**config.mk**
```make
export PLATFORM = sky130hd
export DESIGN_NAME = qrd_ddr_reader
export DESIGN_NICKNAME = d
export VERILOG_FILES = /design/src/rtl/qrd_pkg.sv /design/src/rtl/qrd_seq.sv /design/src/rtl/qrd_tx.sv /design/src/rtl/qrd_rx.sv /design/src/rtl/qrd_dlp.sv /design/src/rtl/qrd_ddr_reader.sv
export SDC_FILE = /design/constraint.sdc
export NUM_CORES = 1
export LEC_CHECK = 0
export BUFFER_PORTS_ARGS = -buffer_cell sky130_fd_sc_hd__buf_2
export CAP_MARGIN = 30
export CELL_PAD_IN_SITES_DETAIL_PLACEMENT = 0
export CELL_PAD_IN_SITES_GLOBAL_PLACEMENT = 1
export CORE_MARGIN = 10
export CORE_UTILIZATION = 41
export CTS_CLUSTER_DIAMETER = 150
export DETAILED_ROUTE_END_ITERATION = 8
export PLACE_DENSITY_LB_ADDON = 0.1
export SYNTH_ARGS = -nofsm -noshare
export SYNTH_HDL_FRONTEND = slang
export SYNTH_SLANG_ARGS = --single-unit
export TNS_END_PERCENT = 50
```
**constraint.sdc**
```tcl
create_clock -name clk -period 2.29 [get_ports clk]
set_input_delay 0.3435 -clock clk [delete_from_list [all_inputs] [get_ports clk]]
set_output_delay 0.3435 -clock clk [all_outputs]
set_load 0.03 [all_outputs]
```
**src/rtl/qrd_pkg.sv**
```systemverilog
package qrd_pkg;

    localparam int QRD_ADDR_W = 32;
    localparam int QRD_LEN_W  = 16;
    localparam int QRD_LANES  = 4;
    localparam int QRD_NIB_W  = 4;

    typedef enum logic [2:0] {
        PH_IDLE,
        PH_CMD,
        PH_ADDR,
        PH_MODE,
        PH_DUMMY,
        PH_DATA,
        PH_DONE
    } qrd_phase_e;

    typedef struct packed {
        logic [QRD_ADDR_W-1:0] addr;
        logic                  keep_cont;
        logic                  dlp_en;
    } qrd_req_t;

    // Nibble idx of a word, counted from the most significant end.
    function automatic logic [QRD_NIB_W-1:0] qrd_addr_nibble(
        input logic [QRD_ADDR_W-1:0] word,
        input int                    idx
    );
        logic [QRD_ADDR_W-1:0] shifted;
        shifted = word >> (QRD_ADDR_W - QRD_NIB_W - QRD_NIB_W * idx);
        return shifted[QRD_NIB_W-1:0];
    endfunction

    function automatic int qrd_max(input int a, input int b);
        return (a > b) ? a : b;
    endfunction

    function automatic logic qrd_chip_selected(input qrd_phase_e ph);
        return (ph != PH_IDLE) && (ph != PH_DONE);
    endfunction

endpackage

```
**src/rtl/qrd_seq.sv**
```systemverilog
module qrd_seq
    import qrd_pkg::*;
#(
    parameter int CMD_HALVES   = 16,
    parameter int ADDR_HALVES  = 8,
    parameter int MODE_HALVES  = 2,
    parameter int DUMMY_HALVES = 14,
    parameter int CNT_W        = 4
) (
    input  logic                 clk,
    input  logic                 rst,
    input  logic                 start,
    input  logic                 skip_cmd,
    input  logic [QRD_LEN_W-1:0] len,
    output qrd_phase_e           phase,
    output logic [CNT_W-1:0]     hcnt
);

    logic [QRD_LEN_W-1:0] rem_q;
    logic                 at_end;

    always_comb begin
        case (phase)
            PH_CMD:   at_end = (hcnt == CNT_W'(CMD_HALVES - 1));
            PH_ADDR:  at_end = (hcnt == CNT_W'(ADDR_HALVES - 1));
            PH_MODE:  at_end = (hcnt == CNT_W'(MODE_HALVES - 1));
            PH_DUMMY: at_end = (hcnt == CNT_W'(DUMMY_HALVES - 1));
            PH_DATA:  at_end = hcnt[0];
            default:  at_end = 1'b0;
        endcase
    end

    always_ff @(posedge clk) begin
        if (rst) begin
            phase <= PH_IDLE;
            hcnt  <= '0;
            rem_q <= '0;
        end else begin
            case (phase)
                PH_IDLE: begin
                    hcnt <= '0;
                    if (start) begin
                        phase <= skip_cmd ? PH_ADDR : PH_CMD;
                        rem_q <= len;
                    end
                end
                PH_CMD: begin
                    if (at_end) begin
                        phase <= PH_ADDR;
                        hcnt  <= '0;
                    end else begin
                        hcnt <= hcnt + CNT_W'(1);
                    end
                end
                PH_ADDR: begin
                    if (at_end) begin
                        phase <= PH_MODE;
                        hcnt  <= '0;
                    end else begin
                        hcnt <= hcnt + CNT_W'(1);
                    end
                end
                PH_MODE: begin
                    if (at_end) begin
                        phase <= PH_DUMMY;
                        hcnt  <= '0;
                    end else begin
                        hcnt <= hcnt + CNT_W'(1);
                    end
                end
                PH_DUMMY: begin
                    if (at_end) begin
                        phase <= PH_DATA;
                        hcnt  <= '0;
                    end else begin
                        hcnt <= hcnt + CNT_W'(1);
                    end
                end
                PH_DATA: begin
                    if (at_end) begin
                        hcnt <= '0;
                        if (rem_q == QRD_LEN_W'(1)) begin
                            phase <= PH_DONE;
                        end else begin
                            rem_q <= rem_q - QRD_LEN_W'(1);
                        end
                    end else begin
                        hcnt <= hcnt + CNT_W'(1);
                    end
                end
                PH_DONE: begin
                    phase <= PH_IDLE;
                    hcnt  <= '0;
                end
                default: begin
                    phase <= PH_IDLE;
                    hcnt  <= '0;
                end
            endcase
        end
    end

endmodule

```
**src/rtl/qrd_tx.sv**
```systemverilog
module qrd_tx
    import qrd_pkg::*;
#(
    parameter logic [7:0] OPCODE = 8'hEE,
    parameter int         CNT_W  = 4
) (
    input  qrd_phase_e            phase,
    input  logic [CNT_W-1:0]      hcnt,
    input  logic [QRD_ADDR_W-1:0] addr,
    input  logic [7:0]            mode,
    output logic [QRD_LANES-1:0]  io_out,
    output logic [QRD_LANES-1:0]  io_oe
);

    // Opcode bits hold for a whole serial clock (two half-cycles).
    logic [2:0] bit_idx;
    assign bit_idx = 3'(hcnt >> 1);

    always_comb begin
        io_out = '0;
        io_oe  = '0;
        case (phase)
            PH_CMD: begin
                io_out[0] = OPCODE[3'd7 - bit_idx];
                io_oe     = QRD_LANES'(1);
            end
            PH_ADDR: begin
                io_out = qrd_addr_nibble(addr, int'(hcnt));
                io_oe  = '1;
            end
            PH_MODE: begin
                io_out = hcnt[0] ? mode[3:0] : mode[7:4];
                io_oe  = '1;
            end
            default: begin
                io_out = '0;
                io_oe  = '0;
            end
        endcase
    end

endmodule

```
**src/rtl/qrd_rx.sv**
```systemverilog
module qrd_rx
    import qrd_pkg::*;
(
    input  logic                 clk,
    input  logic                 rst,
    input  logic                 in_data,
    input  logic                 second_half,
    input  logic [QRD_LANES-1:0] io_in,
    output logic [7:0]           rd_data,
    output logic                 rd_valid
);

    logic [QRD_LANES-1:0] hi_q;

    always_ff @(posedge clk) begin
        if (rst) begin
            hi_q     <= '0;
            rd_data  <= '0;
            rd_valid <= 1'b0;
        end else begin
            rd_valid <= in_data && second_half;
            if (in_data && !second_half) begin
                hi_q <= io_in;
            end
            if (in_data && second_half) begin
                rd_data <= {hi_q, io_in};
            end
        end
    end

endmodule

```
**src/rtl/qrd_dlp.sv**
```systemverilog
module qrd_dlp
    import qrd_pkg::*;
#(
    parameter logic [7:0] PATTERN   = 8'h34,
    parameter int         WIN_START = 6,
    parameter int         CNT_W     = 4
) (
    input  logic                 clk,
    input  logic                 rst,
    input  logic                 enable,
    input  logic                 in_dummy,
    input  logic                 clear,
    input  logic [CNT_W-1:0]     hcnt,
    input  logic [QRD_LANES-1:0] io_in,
    output logic                 err
);

    logic                 in_win;
    logic [CNT_W-1:0]     rel;
    logic                 exp_bit;
    logic [QRD_LANES-1:0] miss;

    assign in_win  = enable && in_dummy && (hcnt >= CNT_W'(WIN_START));
    assign rel     = hcnt - CNT_W'(WIN_START);
    assign exp_bit = PATTERN[3'd7 - 3'(rel)];

    for (genvar k = 0; k < QRD_LANES; k++) begin : g_lane
        assign miss[k] = in_win && (io_in[k] != exp_bit);
    end

    always_ff @(posedge clk) begin
        if (rst || clear) begin
            err <= 1'b0;
        end else if (|miss) begin
            err <= 1'b1;
        end
    end

endmodule

```
**src/rtl/qrd_ddr_reader.sv**
```systemverilog
module qrd_ddr_reader
    import qrd_pkg::*;
#(
    parameter logic [7:0] OPCODE      = 8'hEE,
    parameter logic [7:0] MODE_CONT   = 8'hA0,
    parameter logic [7:0] MODE_EXIT   = 8'h00,
    parameter int         DUMMY_CYC   = 7,
    parameter logic [7:0] DLP_PATTERN = 8'h34
) (
    input  logic                  clk,
    input  logic                  rst,
    input  logic                  req_valid,
    output logic                  req_ready,
    input  logic [QRD_ADDR_W-1:0] req_addr,
    input  logic [QRD_LEN_W-1:0]  req_len,
    input  logic                  req_keep_cont,
    input  logic                  req_dlp_en,
    output logic                  cs_n,
    output logic                  sclk,
    output logic [QRD_LANES-1:0]  io_out,
    output logic [QRD_LANES-1:0]  io_oe,
    input  logic [QRD_LANES-1:0]  io_in,
    output logic [7:0]            rd_data,
    output logic                  rd_valid,
    output logic                  done,
    output logic                  dlp_err
);

    localparam int CMD_HALVES   = 2 * 8;
    localparam int ADDR_HALVES  = QRD_ADDR_W / QRD_NIB_W;
    localparam int MODE_HALVES  = 2;
    localparam int DUMMY_HALVES = 2 * DUMMY_CYC;
    localparam int DLP_HALVES   = 8;
    localparam int DLP_START    = DUMMY_HALVES - DLP_HALVES;
    localparam int MAX_HALVES   = qrd_max(qrd_max(CMD_HALVES, ADDR_HALVES), DUMMY_HALVES);
    localparam int CNT_W        = $clog2(MAX_HALVES);

    qrd_phase_e       phase;
    logic [CNT_W-1:0] hcnt;
    qrd_req_t         req_q;
    logic             cont_q;
    logic             accept;
    logic [7:0]       mode_byte;

    assign req_ready = (phase == PH_IDLE);
    assign accept    = req_valid && req_ready && (req_len != '0);
    assign mode_byte = req_q.keep_cont ? MODE_CONT : MODE_EXIT;

    always_ff @(posedge clk) begin
        if (rst) begin
            req_q  <= '0;
            cont_q <= 1'b0;
        end else begin
            if (accept) begin
                req_q.addr      <= req_addr;
                req_q.keep_cont <= req_keep_cont;
                req_q.dlp_en    <= req_dlp_en;
            end
            if (phase == PH_DONE) begin
                cont_q <= req_q.keep_cont;
            end
        end
    end

    qrd_seq #(
        .CMD_HALVES  (CMD_HALVES),
        .ADDR_HALVES (ADDR_HALVES),
        .MODE_HALVES (MODE_HALVES),
        .DUMMY_HALVES(DUMMY_HALVES),
        .CNT_W       (CNT_W)
    ) u_seq (
        .clk     (clk),
        .rst     (rst),
        .start   (accept),
        .skip_cmd(cont_q),
        .len     (req_len),
        .phase   (phase),
        .hcnt    (hcnt)
    );

    qrd_tx #(
        .OPCODE(OPCODE),
        .CNT_W (CNT_W)
    ) u_tx (
        .phase (phase),
        .hcnt  (hcnt),
        .addr  (req_q.addr),
        .mode  (mode_byte),
        .io_out(io_out),
        .io_oe (io_oe)
    );

    qrd_rx u_rx (
        .clk        (clk),
        .rst        (rst),
        .in_data    (phase == PH_DATA),
        .second_half(hcnt[0]),
        .io_in      (io_in),
        .rd_data    (rd_data),
        .rd_valid   (rd_valid)
    );

    qrd_dlp #(
        .PATTERN  (DLP_PATTERN),
        .WIN_START(DLP_START),
        .CNT_W    (CNT_W)
    ) u_dlp (
        .clk     (clk),
        .rst     (rst),
        .enable  (req_q.dlp_en),
        .in_dummy(phase == PH_DUMMY),
        .clear   (accept),
        .hcnt    (hcnt),
        .io_in   (io_in),
        .err     (dlp_err)
    );

    assign cs_n = !qrd_chip_selected(phase);
    assign sclk = !cs_n && hcnt[0];
    assign done = (phase == PH_DONE);

endmodule

```
# Yosys cells after proc, flatten, opt, wreduce, memory -nomap -nowiden
# Memories as Yosys holds them, arrays and structs flattened.
# Index checks and enable logic that the tools add are counted.
dict set report op_classes {
  n_lt_le_gt_ge 3
  mul 0
  reduce_logical 25
  n_shift 1
  muxes 21
  bitwise 1
  addsub 6
  eq_ne 24
  div 0
}
# op count
set op_table {}
lappend op_table {{2-to-1 mux 16 bit} 3}
lappend op_table {{one-hot mux 16 bit (2 select lines)} 1}
lappend op_table {{right shift 32 x 32 -> 4 bit} 1}
lappend op_table {{2-to-1 mux 3 bit} 7}
lappend op_table {{one-hot mux 3 bit (6 select lines)} 1}
lappend op_table {{equality test 16 x 1 -> 1 bit, second input constant} 1}
lappend op_table {{nonzero test 16 bit} 1}
lappend op_table {{subtractor 16 x 1 -> 16 bit, second input constant} 1}
lappend op_table {{logical AND 1 bit} 12}
lappend op_table {{equality test 3 bit, second input constant} 3}
lappend op_table {{equality test 4 bit, second input constant} 2}
lappend op_table {{less-than comparator 3 x 4 -> 1 bit, second input constant} 2}
lappend op_table {{2-to-1 mux 8 bit} 1}
lappend op_table {{!= test 2 x 1 -> 1 bit, second input constant} 4}
lappend op_table {{!= test 2 bit, second input constant} 4}
lappend op_table {{one-hot mux 4 bit (2 select lines)} 1}
lappend op_table {{AND reduction 7 bit} 1}
lappend op_table {{subtractor 5 x 6 -> 7 bit, first input constant} 1}
lappend op_table {{equality test 3 x 2 -> 1 bit, second input constant} 2}
lappend op_table {{one-hot mux 3 bit (2 select lines)} 1}
lappend op_table {{subtractor 3 bit, first input constant} 2}
lappend op_table {{one-hot mux 1 bit (5 select lines)} 1}
lappend op_table {{OR reduction 5 bit} 1}
lappend op_table {{adder 4 x 1 -> 4 bit, second input constant} 1}
lappend op_table {{other kinds (21)} 26}
dict set report totals {
  mem_bits_rw 0
  ff_bits 72
  elab_cells 94
  out_inout_bits 22
  latchBits 0
  romBits 16
  mem_count 2
  input_bits 57
}
# memory words width rd rd_clocked_by_memory_dff write_ports line
set memory_table {}
lappend memory_table {{(name not given)} 8 1 1 0 0 qrd_dlp.sv:25} ;# assign exp_bit = PATTERN[3'd7 - 3'(rel)];
lappend memory_table {{(name not given)} 8 1 1 0 0 qrd_tx.sv:24} ;# io_out[0] = OPCODE[3'd7 - bit_idx];

# Depth between registers and ports, before layout
# Gate-level depths: netlist (run 1).
dict set report depth {
  depth_word 7
  ltp_mapped 9
  ltp_nobuf 7
}

# Modules after synthesis
# From an unflattened synthesis (run 1), not the netlist that was laid out.
dict set report hier_totals {
  cells_unflattened 487
  hier_area_um2 4406.7
}
# module instances area_per_inst_um2 seq_area_each_um2 cells_each
set modules_own_cells {}
lappend modules_own_cells {qrd_ddr_reader 1 1692.9 700.7 164}
lappend modules_own_cells {qrd_seq 1 1682.9 460.4 223}
lappend modules_own_cells {qrd_rx 1 544.3 260.2 48}
lappend modules_own_cells {qrd_tx 1 394.1 0.0 42}
lappend modules_own_cells {qrd_dlp 1 92.6 20.0 10}

# Least setup slack after synthesis (run 1)
# No wires, ideal clock.
dict set report synth_path {
  kind {reg-to-output}
  from {register u_seq.hcnt[1]}
  to {output port io_out[1]}
  n_path_buf 2
  required_ns 1.947
  path_slack_ns 0.039
  arrival_ns 1.908
  stages_incl_launch_ff 6
  path_cell_list {dfxtp_1 -> buf_2 -> buf_1 -> mux4_2 -> mux2i_1 -> o21ai_0}
}
dict set report synth_via {
  elab_chain_cells 3
}
# item line
set synth_rtl {}
lappend synth_rtl {{from (decl)} qrd_seq.sv:16} ;# output logic [CNT_W-1:0] hcnt
lappend synth_rtl {{from (signal assigned)} qrd_seq.sv:52} ;# hcnt <= hcnt + CNT_W'(1);
lappend synth_rtl {{from (signal assigned)} qrd_seq.sv:60} ;# hcnt <= hcnt + CNT_W'(1);
lappend synth_rtl {{from (signal assigned)} qrd_seq.sv:68} ;# hcnt <= hcnt + CNT_W'(1);
lappend synth_rtl {{subtractor 5 x 6 -> 7 bit} qrd_pkg.sv:30} ;# shifted = word >> (QRD_ADDR_W - QRD_NIB_W - QRD_NIB_W * idx);
lappend synth_rtl {{right shift 32 x 32 -> 4 bit} qrd_pkg.sv:30}
lappend synth_rtl {{one-hot mux 3 bit (2 select lines)} qrd_tx.sv:22} ;# case (phase)
lappend synth_rtl {{to (decl)} qrd_ddr_reader.sv:20} ;# output logic [QRD_LANES-1:0] io_out,
# Every way passes these cells.

# Final worst setup path (run 1)
dict set report layout_path {
  from {register u_seq.hcnt[1]}
  to {output port io_out[3]}
}
# The elaborated chain is that of the path after synthesis.

==> results by group, run 1 <==
Floorplanning
  • Die width: 116.3 um
  • Core area: 9153 sq um
  • FP Rows: 35
  • Die H: about 120 um
  • Starting Density: 0.4156
  • Die Area: approximately 14000 sq um
  • Io pins: 79

Min path
  • Worst min-delay path class: in -> reg
  • HP Start: req_addr[24]
  • Worst Hold Path EP: req_q[26]
  • Hold Path Depth: 3

Global route
  • Vias in the first global route: about 3500
  • Total grt overflow: 0
  • First-pass GRT wire length: 17340 um
  • Largest net degree at the start of global routing: 66
  • Initial antenna violation count: 0
  • All-Layer GR Usage: 0.1587

Setup path
  • Crit path DAT: 1.82 ns
  • Critical path capture point type: output pin
  • CP Depth: 4
  • R2R depth: 5
  • Crit-path max FO: 14
  • RR Startpoint: u_seq.phase[2]
  • Critical path, cell by cell: mux4_2, mux2i_1, o21ai_1, buf_2
  • CP Data Required Time: 1.95 ns
  • Sum of buffers and inverters on the critical path: 1
  • CP delay by family, top: multiplexers
  • Critical path type: reg -> out
  • Worst setup SP type: flop
  • R2R Setup Slk: 0.24 ns
  • CP max-delay cell: mux4_2
  • RR Endpoint: u_seq.phase[0]
  • CP max stage delay: 0.54 ns

Finish
  • Area grow syn2layout: 20.76%
  • N_diodes: 0
  • Share of cells above drive strength 1: 0.2648
  • Post-route cell area: 4593 sq um
  • Nets: slightly below 600

Timing
  • Worst hold slack: 0.2261 ns
  • RSZ-0062 raised after global routing: false
  • Slew Limit Fails: 0
  • Tmin final: 2.159 ns
  • Rel. slew slack: 0.5209
  • Crit share post-route: 0.9427
  • Final count of negative-setup-slack endpoints: 0
  • Setup_tns: 0 ns
  • FMAX: between 400 and 500 MHz
  • Final hold viol count: 0
  • Clk_skew: 0.01530 ns
  • Worst-margin pin slew: 0.7187 ns

Yosys
  • Avg Cell Area, Syn: roughly 8.6 sq um
  • Register bit count reported by yosys: 72
  • Synth async-reset ratio: 0
  • Syn_nets: between 500 and 600
  • Share of the synthesized area in the top cell type: 0.3789
  • Synth Flop Type: dfxtp_1
  • Post-synth cell types: 66
  • Sequential area share after synthesis: 0.3789
  • Syn Std Cell Area: 3804 sq um
  • Yosys warns: 0
  • EDFF count, synth: 0
  • Top cells by area, synth: dfxtp_1 38%, mux2i_1 10%, nor2_1 5.8%, nand2_1 5.1%, mux4_2 4.7%
  • Post-synth top area cell: dfxtp_1
  • Synth Instances: 440

Pwr
  • Total power: 4340 uW
  • Leak: a little over 0.002 uW
  • Power Dens Cells: 944.8 nW/um^2
  • Worst VDD drop: 0.3687 mV

Place
  • Sum of net half-perimeters after detailed placement: just under 8000 um
  • Gp weighted congestion: 0.8118
  • DP Area: 4360 sq um
  • IO buf count: 78

Clocking
  • CTS sink cnt: ~70
  • Clk_lat worst skew: 0.34 ns
  • H-Tree Depth: 3
  • Num CTS Buffers: 9
  • Clock Path Buffers: 2
  • Root Buffer: clkbuf_8
  • Hold buffer count at CTS: 0
  • Post CTS Setup Buffer Count: 0
  • Post-CTS Resized: 1
  • CTS tree: done
  • Worst-path clk slew: 0.08 ns

Route
  • Remaining antenna violation count: 0
  • WL per Instance: about 16 um
  • # DRC: 0
  • Routed via count: 3442
  • Iter 0 DRT Violations: between 150 and 200
  • First drt pass iteration count: 4
  • Vias/cell: 5.412
  • Total Wirelength: 10440 um

Status
  • Status: completed

Run
  • Max-Cap Viols: 0
## cell usage after synthesis, drive strengths merged (3+ instances only)
library cell,n
nor3,14
o21a,5
mux4,8
inv,8
ha,6
nor4,10
nand2,53
o21ai,25
a31o,5
buf,20
a21o,3
a21oi,36
a211oi,3
nor2,59
mux2i,38
nand3,5
dfxtp,72
clkbuf,14
a221oi,4
o32ai,3
nand4,4
## stage by stage
step	util	std cells	setup slack, ns
after global routing	0.5018	636	0.0001128
final	0.5018	636	0.1311
after floorplan	-	440	0.03874
after CTS	0.5003	636	0.01234
after global placement	0.4764	620	0.2569
after detailed placement	0.4764	620	0.2063
## report_power, final
group	internal, uW	switching (uW)
registers	1420	158
logic	748	898
clock network	620	499
## logic make-up after synthesis
kind of cell	count (synthesis)	share of synthesized area
and+or+nand+nor	169	0.2122
AOI/OAI and AO/OA	101	0.1730
DFF	72	0.3789
muxes	46	0.1474
buffers and inverters	44	0.06414
adders and majority gates	6	0.01974
xor gates and xnor gates	2	0.004606
## layout make-up
type | count | area (sq um)
multi-input combinational | 324 | 2123
clock inverter | 6 | 90.09
clock buffer | 10 | 127.6
timing repair buffer | 104 | 635.6
tap | 111 | 138.9
inverter | 9 | 33.78
sequential | 72 | 1444
fill | 933 | 4559
## state kept, by name (all words and copies together) (netlist names)
| name | cells |
|---|---|
| req_q | 34 |
| u_rx.rd_valid | 1 |
| u_seq.rem_q | 16 |
| u_seq.phase | 3 |
| u_dlp.err | 1 |
| cont_q | 1 |
| u_seq.hcnt | 4 |
| u_rx.rd_data | 8 |
| u_rx.hi_q | 4 |
## layer usage
layer | up-vias | global-route usage | routed length (um)
li1 | 1734 | - | -
met1 | 1627 | 0.2152 | 5132
met2 | 70 | 0.2417 | 4653
met3 | 11 | 0.03903 | 528
met4 | 0 | 0.05004 | 123
met5 | - | 0 | 0
## layout by cell type, fill, tap and decap left out, types with 4 or more instances in the layout
cell type / n
mux2i_1: 38
nand2_1: 52
mux4_2: 8
nand4_1: 4
nor3_1: 14
nand3_1: 4
clkbuf_8: 9
dfxtp_1: 70
buf_2: 78
inv_1: 8
ha_1: 6
o21ai_0: 9
a21oi_1: 35
o21a_1: 5
nor2_1: 59
nor4_1: 9
o21ai_1: 16
buf_4: 22
a31o_1: 5
buf_12: 4
## worst min-delay path, cell delays in order
cell,delay (ns)
buf_2,0.07
mux2i_1,0.05
nor2_1,0.07
## worst max-delay path by stage
stage	endpoint	slack (ns)	startpoint
5_1_grt	io_out[3]	0.0001	u_seq.hcnt[1]
3_5_place_dp	u_seq.phase[0]	0.21	u_seq.hcnt[1]
2_1_floorplan	io_out[1]	0.04	u_seq.hcnt[1]
6_report	io_out[3]	0.13	u_seq.hcnt[1]
3_3_place_gp	io_out[3]	0.26	u_seq.hcnt[1]
4_1_cts	io_out[3]	0.01	u_seq.hcnt[0]
(Power assumes the default switching activity.)
==> run 2, diff against run 1 <==
CORE_UTILIZATION = 37   (was 41)
clock period = 1.9 ns   (was 2.29 ns; I/O delays follow)
==> results by group, run 2 (synthesis gave the netlist of run 1 again) <==
Setup path
  • Critical path capture point type: output pin
  • Critical path type: reg -> out
  • Worst setup SP type: flop
  • Crit path DAT: 1.76 ns (-0.06 ns)
  • R2R depth: 7 (+2)
  • CP Data Required Time: 1.62 ns (-0.33 ns)
  • Crit-path max FO: 8 (-6)

Finish
  • Area grow syn2layout: 28.91%
  • Register area: 1456 sq um (+0.87%)
  • Fillcell total: 978 (+4.8%)
  • Layout Cells excl Fill: 679 (+6.8%)
  • N_diodes: 0 (unchanged)
  • Nets: 605 (+3.8%)
  • Share of cells above drive strength 1: 0.3260 (+0.06125)
  • Biggest register: req_q
  • Max reg flops: 34 (unchanged)
  • Most common cell after layout, fill and taps aside: buf_2
  • Post-route cell area: 4903 sq um (+6.8%)
  • Area of the multi-input gates: 2187 sq um (+3.0%)
  • Most frequent cells in the layout: 74 x buf_2, 66 x dfxtp_1, 57 x nor2_1
  • Largest registers: req_q: 34 flops, u_seq.rem_q: 16 flops, u_rx.rd_data: 8 flops

Timing
  • Final count of negative-setup-slack endpoints: 5 (+5)
  • Tmin final: roughly 2.0 ns
  • FMAX: 489.0 MHz
  • RSZ-0062 raised after global routing: true
  • Rel. slew slack: 0.6190 (+0.09813)
  • Worst-margin pin slew: 0.5663 ns (-0.1524 ns)
  • Clk_skew: 0.01350 ns (-0.001795 ns)
  • Final hold viol count: 0 (unchanged)
  • Setup ws final: -0.1448 ns (-0.2759 ns)
  • Slew Limit Fails: 0 (unchanged)
  • Crit share post-route: 1.076
  • Worst hold slack: 0.1638 ns (-0.06228 ns)

Status
  • Status: finished with violations
  • Failing checks: negative setup slack

Floorplanning
  • Die Area: 14740 sq um (+8.9%)
  • Starting Density: 0.3838 (-0.03175)
  • Io pins: 79 (unchanged)
  • FP Rows: 36 (+2.9%)
  • Die width: 121.4 um (+4.4%)
  • Die H: 121.4 um (+4.4%)
  • Core area: 9910 sq um (+8.3%)

Place
  • Dpl ws: -0.06038 ns (-0.2666 ns)
  • DP Area: 4579 sq um (+5.0%)
  • Gp weighted congestion: 0.8302 (+2.3%)
  • Sum of net half-perimeters after detailed placement: 7969 um (+2.2%)
  • Cells after DPL: 662 (+6.8%)
  • IO buf count: 78 (unchanged)

Route
  • Vias/cell: 5.150 (-4.8%)
  • # DRC: 0 (unchanged)
  • WL per Instance: 15.98 um (-2.6%)
  • Remaining antenna violation count: 0 (unchanged)
  • Iter 0 DRT Violations: 124 (-29%)
  • Total Wirelength: 10850 um (+4.0%)
  • First drt pass iteration count: 4 (unchanged)
  • Routed via count: 3497 (+1.6%)

Pwr
  • Leak: 0.002160 uW (+6.6%)
  • Total power: 5492 uW (+27%)
  • Power Dens Cells: 1120 nW/um^2 (+19%)
  • Worst VDD drop: 0.6134 mV (+66%)

Clocking
  • Num CTS Buffers: 9 (unchanged)
  • Clk_lat worst skew: 0.35 ns (about the same)
  • Worst-path clk slew: 0.09 ns (about the same)
  • CTS tree: done
  • Root Buffer: clkbuf_8
  • H-Tree Depth: 3 (unchanged)
  • Clock Path Buffers: 2 (unchanged)
  • CTS sink cnt: 72 (unchanged)

Run
  • Max-Cap Viols: 0 (unchanged)

Global route
  • All-Layer GR Usage: 0.1475 (-0.01123)
  • Initial antenna violation count: 0 (unchanged)
  • Total grt overflow: 0 (unchanged)
  • Vias in the first global route: 3554 (+2.5%)
  • First-pass GRT wire length: 17870 um (+3.1%)
  • Largest net degree at the start of global routing: 66 (unchanged)

Min path
  • Hold Path Depth: 3 (unchanged)
  • Worst min-delay path class: in -> reg
[run 2: cell count changes in the layout (fill, tap and decap cells not counted), moves of 3 or more]
cell | previous run | this run
buf_4 | 22 | 44
buf_2 | 78 | 74
dfxtp_1 | 70 | 66
dfxtp_4 | 0 | 3
o21ai_0 | 9 | 6
[run 2: worst max-delay path, cell delays in order, from the launching register on]
cell and delay, ns:
dfxtp_2 0.35, buf_12 0.13, mux4_2 0.53, mux2i_1 0.14
o21ai_1 0.09, buf_4 0.18
[run 2: area by class of cell]
cell class / instances / area share
Tap cell: 133 / 0.03394
Multi-Input combinational cell: 324 / 0.4460
Clock buffer: 9 / 0.02526
Sequential cell: 72 / 0.2970
Inverter: 9 / 0.006890
Timing Repair Buffer: 126 / 0.1720
Clock inverter: 6 / 0.01888
[run 2: layer usage]
metal	wire length, um	track usage	vias to the layer above	share of wire
met5	0	0	-	0
met4	64	0.02906	0	0.0059
met3	624	0.04700	4	0.058
met2	5106	0.2351	72	0.47
met1	5057	0.1910	1642	0.47
li1	-	-	1779	-
[run 2: what timing repair did]
item,in CTS,in global routing
hold buffers,0,0
pin swaps,0,6
gates resized for setup,11,20
endpoints found under the setup margin,9,21
buffers inserted,2,0
[run 2: final timing paths]
check                      from              end  slack [ns]
setup / recovery  u_seq.hcnt[0]        io_out[0]       -0.14
hold / removal     req_addr[21]        req_q[23]        0.16
hold reg to reg    u_rx.hi_q[3]  u_rx.rd_data[7]        0.45
setup reg to reg  u_seq.hcnt[0]   u_seq.phase[0]       -0.02
[run 2: report_power, final]
group	switching [uW]	leakage, uW	total, uW	internal [uW]
logic	1190	0.00146	2260	1080
registers	159	0.000593	1870	1710
clock network	617	0.000102	1360	741
total	1960	0.00216	5490	3530
[run 2: stage by stage]
step | util | TNS (ns)
after floorplan | - | 0
after global placement | 0.4621 | -0.03853
after detailed placement | 0.4621 | -0.06038
after CTS | 0.4880 | -0.6248
after global routing | 0.4948 | -0.8997
final | 0.4948 | -0.5031
